### src/rtl/refill_enc_pkg.sv
package refill_enc_pkg;
  typedef enum logic [1:0] {
    ST_IDLE,
    ST_GRAB,
    ST_FILL,
    ST_WAIT
  } fill_state_e;

  localparam int unsigned PIX_W = 32;
endpackage

### src/rtl/bit_item_encoder.sv
module bit_item_encoder #(
  parameter int unsigned ITEM_W = 32,
  parameter int unsigned WORD_W = 32,
  localparam int unsigned BIT_W = $clog2(WORD_W)
) (
  input  logic [WORD_W-1:0] word_i,
  input  logic [BIT_W-1:0]  bit_idx_i,
  input  logic              blank_i,
  input  logic [ITEM_W-1:0] one_item_i,
  input  logic [ITEM_W-1:0] zero_item_i,
  output logic [ITEM_W-1:0] item_o
);
  logic [WORD_W-1:0] shifted;

  always_comb begin
    shifted = word_i << bit_idx_i;
    if (blank_i)                 item_o = '0;
    else if (shifted[WORD_W-1])  item_o = one_item_i;
    else                         item_o = zero_item_i;
  end
endmodule

### src/rtl/fill_interval_watchdog.sv
module fill_interval_watchdog #(
  parameter int unsigned T_W        = 8,
  parameter int unsigned ELAP_W     = 20,
  parameter int unsigned HALF_ITEMS = 32
) (
  input  logic              clk_i,
  input  logic              rst_ni,
  input  logic [T_W-1:0]    t1_i,
  input  logic [T_W-1:0]    t2_i,
  input  logic [T_W-1:0]    t3_i,
  input  logic              restart_i,
  output logic [ELAP_W-1:0] elapsed_o,
  output logic              late_o
);
  localparam int unsigned CALC_W = ELAP_W + 4;

  logic [ELAP_W-1:0] elapsed_q;
  logic [CALC_W-1:0] bit_period;
  logic [CALC_W-1:0] expected;
  logic [CALC_W-1:0] limit;

  always_comb begin
    bit_period = CALC_W'(t1_i) + CALC_W'(t2_i) + CALC_W'(t3_i);
    expected   = bit_period * CALC_W'(HALF_ITEMS);
    limit      = expected + ((expected * CALC_W'(3)) >> 2);
    late_o     = CALC_W'(elapsed_q) > limit;
  end

  always_ff @(posedge clk_i or negedge rst_ni) begin
    if (!rst_ni)                elapsed_q <= '0;
    else if (restart_i)         elapsed_q <= '0;
    else if (elapsed_q != '1)   elapsed_q <= elapsed_q + ELAP_W'(1);
  end

  assign elapsed_o = elapsed_q;
endmodule

### src/rtl/abort_capture.sv
module abort_capture #(
  parameter int unsigned ELAP_W = 20,
  parameter int unsigned CNT_W  = 16
) (
  input  logic              clk_i,
  input  logic              rst_ni,
  input  logic              clear_i,
  input  logic              fire_i,
  input  logic [ELAP_W-1:0] interval_i,
  input  logic [CNT_W-1:0]  word_idx_i,
  output logic              abort_o,
  output logic [ELAP_W-1:0] interval_o,
  output logic [CNT_W-1:0]  word_idx_o
);
  always_ff @(posedge clk_i or negedge rst_ni) begin
    if (!rst_ni) begin
      abort_o    <= 1'b0;
      interval_o <= '0;
      word_idx_o <= '0;
    end else if (clear_i) begin
      abort_o    <= 1'b0;
    end else if (fire_i) begin
      abort_o    <= 1'b1;
      interval_o <= interval_i;
      word_idx_o <= word_idx_i;
    end
  end
endmodule

### src/rtl/pixel_pulse_refill.sv
module pixel_pulse_refill
  import refill_enc_pkg::*;
#(
  parameter int unsigned HALF_ITEMS = 32,
  parameter int unsigned ITEM_W     = 32,
  parameter int unsigned CNT_W      = 16,
  parameter int unsigned T_W        = 8,
  parameter int unsigned ELAP_W     = 20,
  localparam int unsigned IDX_W     = $clog2(HALF_ITEMS),
  localparam int unsigned ADDR_W    = IDX_W + 1
) (
  input  logic              clk_i,
  input  logic              rst_ni,
  input  logic              start_i,
  input  logic [CNT_W-1:0]  word_count_i,
  input  logic [T_W-1:0]    t1_i,
  input  logic [T_W-1:0]    t2_i,
  input  logic [T_W-1:0]    t3_i,
  input  logic [ITEM_W-1:0] one_item_i,
  input  logic [ITEM_W-1:0] zero_item_i,
  output logic [CNT_W-1:0]  word_addr_o,
  input  logic [PIX_W-1:0]  word_i,
  input  logic              refill_req_i,
  input  logic              refill_gnt_i,
  output logic              mem_we_o,
  output logic [ADDR_W-1:0] mem_addr_o,
  output logic [ITEM_W-1:0] mem_data_o,
  output logic              own_sw_o,
  output logic              tx_start_o,
  output logic              abort_o,
  output logic [ELAP_W-1:0] abort_interval_o,
  output logic [CNT_W-1:0]  abort_word_o
);
  localparam int unsigned BIT_W = $clog2(PIX_W);
  localparam logic [IDX_W-1:0] LAST_IDX = IDX_W'(HALF_ITEMS - 1);
  localparam logic [BIT_W-1:0] LAST_BIT = BIT_W'(PIX_W - 1);

  fill_state_e state_q;
  logic              half_q;
  logic [IDX_W-1:0]  idx_q;
  logic [CNT_W-1:0]  cur_q;
  logic [CNT_W-1:0]  size_q;
  logic              blank_q;
  logic [1:0]        prefill_q;
  logic              pending_q;
  logic              tx_q;

  logic              start_ok;
  logic              want;
  logic              service;
  logic              fill_end;
  logic              words_left;
  logic              zero_slot;
  logic              late;
  logic              fire;
  logic [ELAP_W-1:0] elapsed;
  logic [BIT_W-1:0]  bit_idx;

  assign start_ok   = start_i && (state_q == ST_IDLE || state_q == ST_WAIT);
  assign want       = pending_q || refill_req_i;
  assign service    = (state_q == ST_WAIT) && want && refill_gnt_i && !start_ok;
  assign fill_end   = (state_q == ST_FILL) && (idx_q == LAST_IDX);
  assign words_left = cur_q < size_q;
  assign zero_slot  = blank_q || !words_left;
  assign fire       = service && late && words_left;
  assign bit_idx    = idx_q[BIT_W-1:0];

  // Half size is a multiple of the word width, so one word maps to one aligned group of items
  generate
    if (IDX_W > BIT_W) begin : g_multi_word
      assign mem_addr_o = {half_q, idx_q};
    end else begin : g_single_word
      assign mem_addr_o = {half_q, bit_idx};
    end
  endgenerate

  bit_item_encoder #(
    .ITEM_W (ITEM_W),
    .WORD_W (PIX_W)
  ) u_encode (
    .word_i      (word_i),
    .bit_idx_i   (bit_idx),
    .blank_i     (zero_slot),
    .one_item_i  (one_item_i),
    .zero_item_i (zero_item_i),
    .item_o      (mem_data_o)
  );

  fill_interval_watchdog #(
    .T_W        (T_W),
    .ELAP_W     (ELAP_W),
    .HALF_ITEMS (HALF_ITEMS)
  ) u_wdog (
    .clk_i     (clk_i),
    .rst_ni    (rst_ni),
    .t1_i      (t1_i),
    .t2_i      (t2_i),
    .t3_i      (t3_i),
    .restart_i (fill_end),
    .elapsed_o (elapsed),
    .late_o    (late)
  );

  abort_capture #(
    .ELAP_W (ELAP_W),
    .CNT_W  (CNT_W)
  ) u_abort (
    .clk_i      (clk_i),
    .rst_ni     (rst_ni),
    .clear_i    (start_ok),
    .fire_i     (fire),
    .interval_i (elapsed),
    .word_idx_i (cur_q),
    .abort_o    (abort_o),
    .interval_o (abort_interval_o),
    .word_idx_o (abort_word_o)
  );

  always_ff @(posedge clk_i or negedge rst_ni) begin
    if (!rst_ni) begin
      state_q   <= ST_IDLE;
      half_q    <= 1'b0;
      idx_q     <= '0;
      cur_q     <= '0;
      size_q    <= '0;
      blank_q   <= 1'b0;
      prefill_q <= 2'd0;
      pending_q <= 1'b0;
      tx_q      <= 1'b0;
    end else begin
      tx_q <= 1'b0;
      if (state_q != ST_IDLE) pending_q <= want && !service;
      if (start_ok) begin
        state_q   <= ST_GRAB;
        half_q    <= 1'b0;
        idx_q     <= '0;
        cur_q     <= '0;
        size_q    <= word_count_i;
        blank_q   <= 1'b0;
        prefill_q <= 2'd2;
        pending_q <= 1'b0;
      end else begin
        unique case (state_q)
          ST_IDLE: ;
          ST_GRAB: state_q <= ST_FILL;
          ST_FILL: begin
            if (!zero_slot && bit_idx == LAST_BIT) cur_q <= cur_q + CNT_W'(1);
            if (fill_end) begin
              idx_q   <= '0;
              half_q  <= ~half_q;
              blank_q <= 1'b0;
              if (prefill_q == 2'd2) begin
                prefill_q <= 2'd1;
                state_q   <= ST_GRAB;
              end else begin
                if (prefill_q == 2'd1) tx_q <= 1'b1;
                prefill_q <= 2'd0;
                state_q   <= ST_WAIT;
              end
            end else begin
              idx_q <= idx_q + IDX_W'(1);
            end
          end
          ST_WAIT: begin
            if (service) begin
              state_q <= ST_GRAB;
              if (fire) begin
                blank_q <= 1'b1;
                cur_q   <= size_q;
              end
            end
          end
          default: state_q <= ST_IDLE;
        endcase
      end
    end
  end

  assign word_addr_o = cur_q;
  assign mem_we_o    = (state_q == ST_FILL);
  assign own_sw_o    = (state_q == ST_GRAB) || (state_q == ST_FILL);
  assign tx_start_o  = tx_q;
endmodule

### config.mk
export PLATFORM = sky130hd
export DESIGN_NAME = pixel_pulse_refill
export DESIGN_NICKNAME = d
export VERILOG_FILES = /design/src/rtl/refill_enc_pkg.sv /design/src/rtl/bit_item_encoder.sv /design/src/rtl/fill_interval_watchdog.sv /design/src/rtl/abort_capture.sv /design/src/rtl/pixel_pulse_refill.sv
export SDC_FILE = /design/constraint.sdc
export NUM_CORES = 1
export LEC_CHECK = 0
export CAP_MARGIN = 20
export CORE_MARGIN = 4
export CORE_UTILIZATION = 44
export CTS_BUF_LIST = sky130_fd_sc_hd__clkbuf_16
export DETAILED_ROUTE_END_ITERATION = 8
export HOLD_SLACK_MARGIN = 0.08
export PLACE_DENSITY = 0.78
export SYNTH_ARGS = -nofsm -noshare
export SYNTH_HDL_FRONTEND = slang
export SYNTH_HIERARCHICAL = 1
export SYNTH_SLANG_ARGS = --single-unit
### constraint.sdc
create_clock -name clk_i -period 3 [get_ports clk_i]
set_input_delay 0.6 -clock clk_i [delete_from_list [all_inputs] [get_ports clk_i]]
set_output_delay 0.6 -clock clk_i [all_outputs]
set_load 0.01 [all_outputs]
==> out/results.txt, run 1 <==
Clk_skew: 0.00999 ns
Slew Viols, Final: 0
Top Ports: 235
Die height: 143 um
Final std cells w/o fill: 1,437
Reg2reg path depth: 16
Ys flop type: dfrtp_1
Failing checks: setup timing
Layout cells sized above 1: 0.325
CTS Buffer Depth: 2
Met1 Resource Use GR: 0.287
First-pass GRT wire length: 39,700 um
Antenna violation net count after detailed routing: 0
Critical path capture point type: flop
Gr ovfl total: 0
Min-delay worst type: primary input to asynchronous set/reset pin
Clock root buffer: clkbuf_16
DRC violations left: 0
Maximum VDD drop: 736 uV
Register area share after synthesis: 0.318
GR Util All Layers: 0.244
Least-Margin Pin Slew: 0.653 ns
Syn-to-layout area delta: 61.0%
Setup slack after layout: -3.39 ns
Post-Synthesis Mean Instance Area: 9.72 um2
Via count: 7,756
Max incr delay on CP: 0.55 ns
Hold_buf cts: 0
Final Total Pwr: 0.0139 W
Crit-path max FO: 7
M3 GR Usage: 0.0502
Async set-reset flop share out of synthesis: 1.00
Vias/cell: 5.40
Drt first pass iters: 6
Critical Path RT: 3.23 ns
Clock Latency Late Sink: 0.35 ns
Crit path from: t2_i[1]
Met2 Use GR: 0.435
Routability cong.: 0.833
Final-stage net count: 1,419
Warning count from the yosys run: 6
RSZ-0062 raised after global routing: yes
Flops & latches, synth: 102
Chip width: 143 um
CTS Sinks: 102
Fill cells: 1,247
Setup violators final: 86
Static Leakage: 6.06 nW
CTS clk-pin slew, worst paths: 0.07 ns
Crit path kind: primary input to flop
Routed WL: 26,600 um
Fin util: 0.719
Site row count: 49
Num CTS Buffers: 9
Post-Syn Nets: 1,041
Startpoint types: primary input
Pin count of the biggest net entering global routing: 49
HPWL Detailed: 17,300 um
Syn Std Cell Area: 0.00802 mm2
IO Port Bufs: 234
Arrival time worst endpoint: 6.62 ns
Initial core utilization: 0.446
Placed Instances: 1,374
Pre-CTS WS: -4.13 ns
Vias in the first global route: 7,920
Slowest cell on the critical path: fa_1
Outcome: complete, but fails checks
Final worst-path cycle share: 2.13
Post-synth cell types: 66
Max Freq: 0.156 GHz
Pwr Density: 1070 mW/mm2
Diode count: 0
# H-tree levels: 3
DIE AREA: 0.0205 mm2
CTS tree: yes
Post-synth EDFFs: 0
Initial antenna violation count: 0
Core ar.: 0.0180 mm2
Worst r2r src: u_wdog/elapsed_o[5]$_DFFE_PN0P_
Syn Inst Count: 825
Max_slew headroom: 0.564
MaxCap Viol Count: 0
Grt peak-use layer: met2
DR WL/cell: 18.5 um
Shortest period the worst path allows: 6.39 ns
Starting DRT DRC Count: 429
Fin. Hold Viols: 0
[synth_stat cells, types with 3 or more instances]
cell type	number	area share
nand4_1	12	0.0094
and3_1	13	0.010
inv_1	50	0.023
a22oi_1	5	0.0047
mux2i_1	57	0.071
a21oi_1	36	0.022
and2b_2	3	0.0033
buf_6	5	0.0070
o21bai_1	4	0.0037
a31oi_1	4	0.0031
nor3_1	9	0.0056
o21a_1	4	0.0037
clkbuf_1	16	0.0075
buf_12	6	0.015
nor2b_1	5	0.0039
fa_1	11	0.027
nand2b_1	71	0.055
mux2_4	33	0.062
nand2_1	60	0.028
nand3b_1	3	0.0028
nor4_1	5	0.0039
dfrtp_1	102	0.32
ha_1	64	0.10
mux2_2	12	0.017
xnor2_1	23	0.025
o21ai_0	40	0.025
nor2_1	57	0.027
nand3_1	24	0.015
a211oi_1	10	0.0094
xor2_1	23	0.025
a21o_1	15	0.014
[worst paths after layout]
path,end,slack (ns)
min,size_q[4]$_DFFE_PN0N_,0.10
max in group asynchronous,word_addr_o[14]$_DFFE_PN0P_,2.13
max,u_abort/word_idx_o[13]$_DFFE_PN0P_,-3.39
min in group clk_i,tx_start_o$_DFF_PN0_,0.47
min reg2reg,tx_start_o$_DFF_PN0_,0.47
max reg2reg,word_addr_o[11]$_DFFE_PN0P_,-0.07
[routing by layer]
| metal | routed length, um | vias to the layer above |
|---|---|---|
| li1 | - | 3651 |
| met3 | 1930 | 64 |
| met1 | 10100 | 3715 |
| met4 | 933 | 0 |
| met5 | 0 | - |
| met2 | 13700 | 326 |
[placed cells by master, fill, tap and decap left out, drive strengths merged, types with 11 or more instances in the layout]
| cell type | count |
|---|---|
| nand4 | 13 |
| and3 | 13 |
| mux2i | 57 |
| nand3 | 26 |
| ha | 64 |
| clkdlybuf4s50 | 190 |
| inv | 51 |
| a21o | 16 |
| nand2b | 71 |
| dfrtp | 102 |
| buf | 197 |
| xor2 | 23 |
| a21oi | 38 |
| fa | 11 |
| nor2 | 57 |
| xnor2 | 23 |
| mux2 | 45 |
| nand2 | 61 |
| o21ai | 40 |
[area by class of cell]
cell class,count,area (um2),area share
clock buffer,9,225,0.0174
clock inverter,7,73.8,0.00572
inverter,50,195,0.0151
multi-input combinational,643,5810,0.450
sequential,102,2550,0.198
tap,229,287,0.0222
timing repair buffer,397,3770,0.292
[what timing repair did]
item,in CTS,in global routing
gates cloned,13,0
setup buffers,29,20
gates resized for setup,270,57
pin swaps,31,30
endpoints found under the setup margin,86,86
[critical path: cells and delay by family]
kind,cells,cell delay (ns)
simple gates,9,1.27
buf+inv,9,0.97
fa+ha+maj,6,2.00
xor+xnor,2,0.28
mux,1,0.30
compound gates,10,1.23
[where the power goes]
group / internal [W] / switching, W
clock network: 0.000650 / 0.000538
registers: 0.00165 / 0.000188
logic: 0.00605 / 0.00479
[per-stage QoR]
| step | instance area (um2) | hold WS, ns | TNS (ns) |
|---|---|---|---|
| global route | 12900 | 0.116 | -216.36 |
| global placement | 11400 | 0.449 | -230.19 |
| finish | 12900 | 0.104 | -193.75 |
| detailed placement | 11400 | 0.459 | -237.25 |
| CTS | 12800 | 0.105 | -186.25 |
| floorplan | 8110 | 0.304 | -170.46 |
[logic make-up (layout without fill, tap and decap cells)]
logic type | count (synthesis) | in the layout | share of synthesized area
and+or+nand+nor | 282 | 282 | 0.186
AOI/OAI and AO/OA | 138 | 138 | 0.113
muxes | 102 | 102 | 0.150
DFF | 102 | 102 | 0.318
buffers and inverters | 80 | 463 | 0.0549
adders and majority gates | 75 | 75 | 0.127
xor gates and xnor gates | 46 | 46 | 0.0502
[sequential cells by signal, summed over array words and instances, names as in the netlist]
name and count:
tx_start_o 1, u_abort/word_idx_o 16, u_abort/abort_o 1, word_addr_o 16, bit_idx 5, u_wdog/elapsed_o 20
state_q 2, blank_q 1, u_abort/interval_o 20, pending_q 1, size_q 16, half_q 1
prefill_q 2
Note: power is estimated with default switching activity, not from simulation.
==> run 2, diff against run 1 <==
--- a/config.mk
+++ b/config.mk
@@ -10,7 +10,6 @@
 export CORE_UTILIZATION = 44
 export CTS_BUF_LIST = sky130_fd_sc_hd__clkbuf_16
 export DETAILED_ROUTE_END_ITERATION = 8
-export HOLD_SLACK_MARGIN = 0.08
 export PLACE_DENSITY = 0.78
 export SYNTH_ARGS = -nofsm -noshare
 export SYNTH_HDL_FRONTEND = slang
==> results of run 2 <==
Same layout as run 1: the final DEF is identical, and so are final timing and power.
==> run 3, diff against run 2 <==
--- a/config.mk
+++ b/config.mk
@@ -10,7 +10,7 @@
 export CORE_UTILIZATION = 44
 export CTS_BUF_LIST = sky130_fd_sc_hd__clkbuf_16
 export DETAILED_ROUTE_END_ITERATION = 8
-export PLACE_DENSITY = 0.78
+export PLACE_DENSITY_LB_ADDON = 0.25
 export SYNTH_ARGS = -nofsm -noshare
 export SYNTH_HDL_FRONTEND = slang
 export SYNTH_HIERARCHICAL = 1
==> run 3 against run 2 <==
The flow still finishes with violations (setup timing). Count of clock-buffer cells in the layout is the same. Fmax grew 1.2%. Combinational power is essentially flat. Sequential cell count is the same.
==> out/results.txt, run 3 (synthesis gave the netlist of run 1 again) <==
Layout cells sized above 1: 0.319
Starting DRT DRC Count: 332
Fin util: 0.715
Crit Reg-Reg Endpoint: u_abort/word_idx_o[11]$_DFFE_PN0P_
Routability cong.: 0.853
Core ar.: 0.0180 mm2
Pwr Density: 1070 mW/mm2
Clk_skew: 0.00856 ns
Least-Margin Pin Slew: 0.676 ns
Clock Latency Late Sink: 0.35 ns
Syn-to-layout area delta: 60.2%
Site row count: 49
Static Leakage: 6.06 nW
Hold_buf cts: 0
Drt first pass iters: 5
Shortest period the worst path allows: 6.32 ns
Top Ports: 235
Initial antenna violation count: 0
Slew Viols, Final: 0
Placed Area: 0.0115 mm2
Critical Path RT: 3.23 ns
Num CTS Buffers: 9
Via count: 7,555
Slowest cell on the critical path: clkdlybuf4s50_1
Commonest cells after routing, fill and taps aside: 190 x clkdlybuf4s50_1, 135 x buf_4, 102 x dfrtp_1
Antenna violation net count after detailed routing: 0
HPWL Detailed: 17,600 um
CP bufs+invs: 5
Delay-heaviest family, CP: adder cells
CTS Sinks: 102
Crit path kind: primary input to flop
Vias/cell: 5.25
Design area: 0.0128 mm2
Outcome: complete, but fails checks
Setup violators final: 86
MaxCap Viol Count: 0
DRC violations left: 0
RSZ-0062 raised after global routing: yes
Pin count of the biggest net entering global routing: 40
Die height: 143 um
DR WL/cell: 17.5 um
CTS clk-pin slew, worst paths: 0.07 ns
Startpoint types: primary input
Final std cells w/o fill: 1,439
Min-delay worst type: primary input to asynchronous set/reset pin
R2R Setup Slk: -0.05 ns
Vias in the first global route: 7,670
# H-tree levels: 3
Maximum VDD drop: 734 uV
Placed Instances: 1,385
Crit-path max FO: 7
Max Freq: 0.158 GHz
Chip width: 143 um
Routed WL: 25,200 um
Final-stage net count: 1,421
Failing checks: setup timing
CTS tree: yes
Max incr delay on CP: 0.47 ns
Final Total Pwr: 0.0138 W
Max_slew headroom: 0.549
First-pass GRT wire length: 39,300 um
Most common cell after layout, fill and taps aside: clkdlybuf4s50_1
Reg2reg path depth: 16
Arrival time worst endpoint: 6.55 ns
Fin. Hold Viols: 0
Worst r2r src: u_wdog/elapsed_o[5]$_DFFE_PN0P_
Gr ovfl total: 0
Initial core utilization: 0.446
Setup slack after layout: -3.32 ns
GR Util All Layers: 0.238
Most common cell on crit path: ha_4
Diode count: 0
DIE AREA: 0.0205 mm2
Critical path capture point type: flop
Clock root buffer: clkbuf_16
Final worst-path cycle share: 2.11
IO Port Bufs: 234
CTS Buffer Depth: 2
Pre-CTS WS: -4.13 ns
## run 3: routing by layer
metal | GRT usage | share of wire | up-vias
li1 | - | - | 3645
met1 | 0.304 | 0.42 | 3673
met2 | 0.409 | 0.51 | 194
met3 | 0.0496 | 0.048 | 43
met4 | 0.0645 | 0.019 | 0
met5 | 0 | 0 | -
## run 3: cell type report
type                       count  area (um2)
clock inverter                 7         113
timing repair buffer         399        3730
sequential                   102        2550
fill                        1370        5120
inverter                      50         195
clock buffer                   9         225
tap                          229         287
multi-input combinational    643        5750
## run 3: timing repair
action / CTS / global route
setup buffers: 21 / 18
pin swaps: 12 / 35
endpoints found under the setup margin: 86 / 86
resized for setup: 255 / 53
cloned: 10 / 0
## run 3: through the flow
stage / hold slack [ns] / TNS, ns
finish: 0.215 / -190.94
global route: 0.244 / -211.50
CTS: 0.227 / -188.44
detailed placement: 0.469 / -234.45
global placement: 0.457 / -226.63
floorplan: 0.304 / -170.46
## run 3: where the power goes
part / leakage (nW) / switching [W] / total, W / internal (W)
combinational: 4.54 / 0.00466 / 0.0106 / 0.00598
clock: 0.167 / 0.000517 / 0.00133 / 0.000811
sequential: 1.35 / 0.000167 / 0.00182 / 0.00165
total: 6.06 / 0.00535 / 0.0138 / 0.00845
## run 3: worst max path at each step
stage / startpoint / depth (start not counted) / to
floorplan: t3_i[1] / 31 / u_abort/interval_o[0]$_DFFE_PN0P_
global placement: t3_i[1] / 31 / word_addr_o[0]$_DFFE_PN0P_
detailed placement: t3_i[1] / 33 / u_abort/interval_o[16]$_DFFE_PN0P_
CTS: t3_i[1] / 34 / u_abort/interval_o[16]$_DFFE_PN0P_
global route: t1_i[3] / 33 / u_abort/interval_o[2]$_DFFE_PN0P_
finish: t1_i[3] / 33 / u_abort/word_idx_o[11]$_DFFE_PN0P_
## run 3: worst reg2reg max path: stages, from the launching register on
cell	delay, ns
dfrtp_1	0.39
ha_1	0.32
a21o_1	0.16
a21o_1	0.17
a21oi_1	0.15
nor2_1	0.05
a2111oi_0	0.40
o21a_1	0.21
o21ai_2	0.06
nand2_1	0.09
nor2_1	0.05
nand4_2	0.11
inv_2	0.04
nor2b_4	0.15
buf_12	0.15
buf_16	0.14
mux2_4	0.29
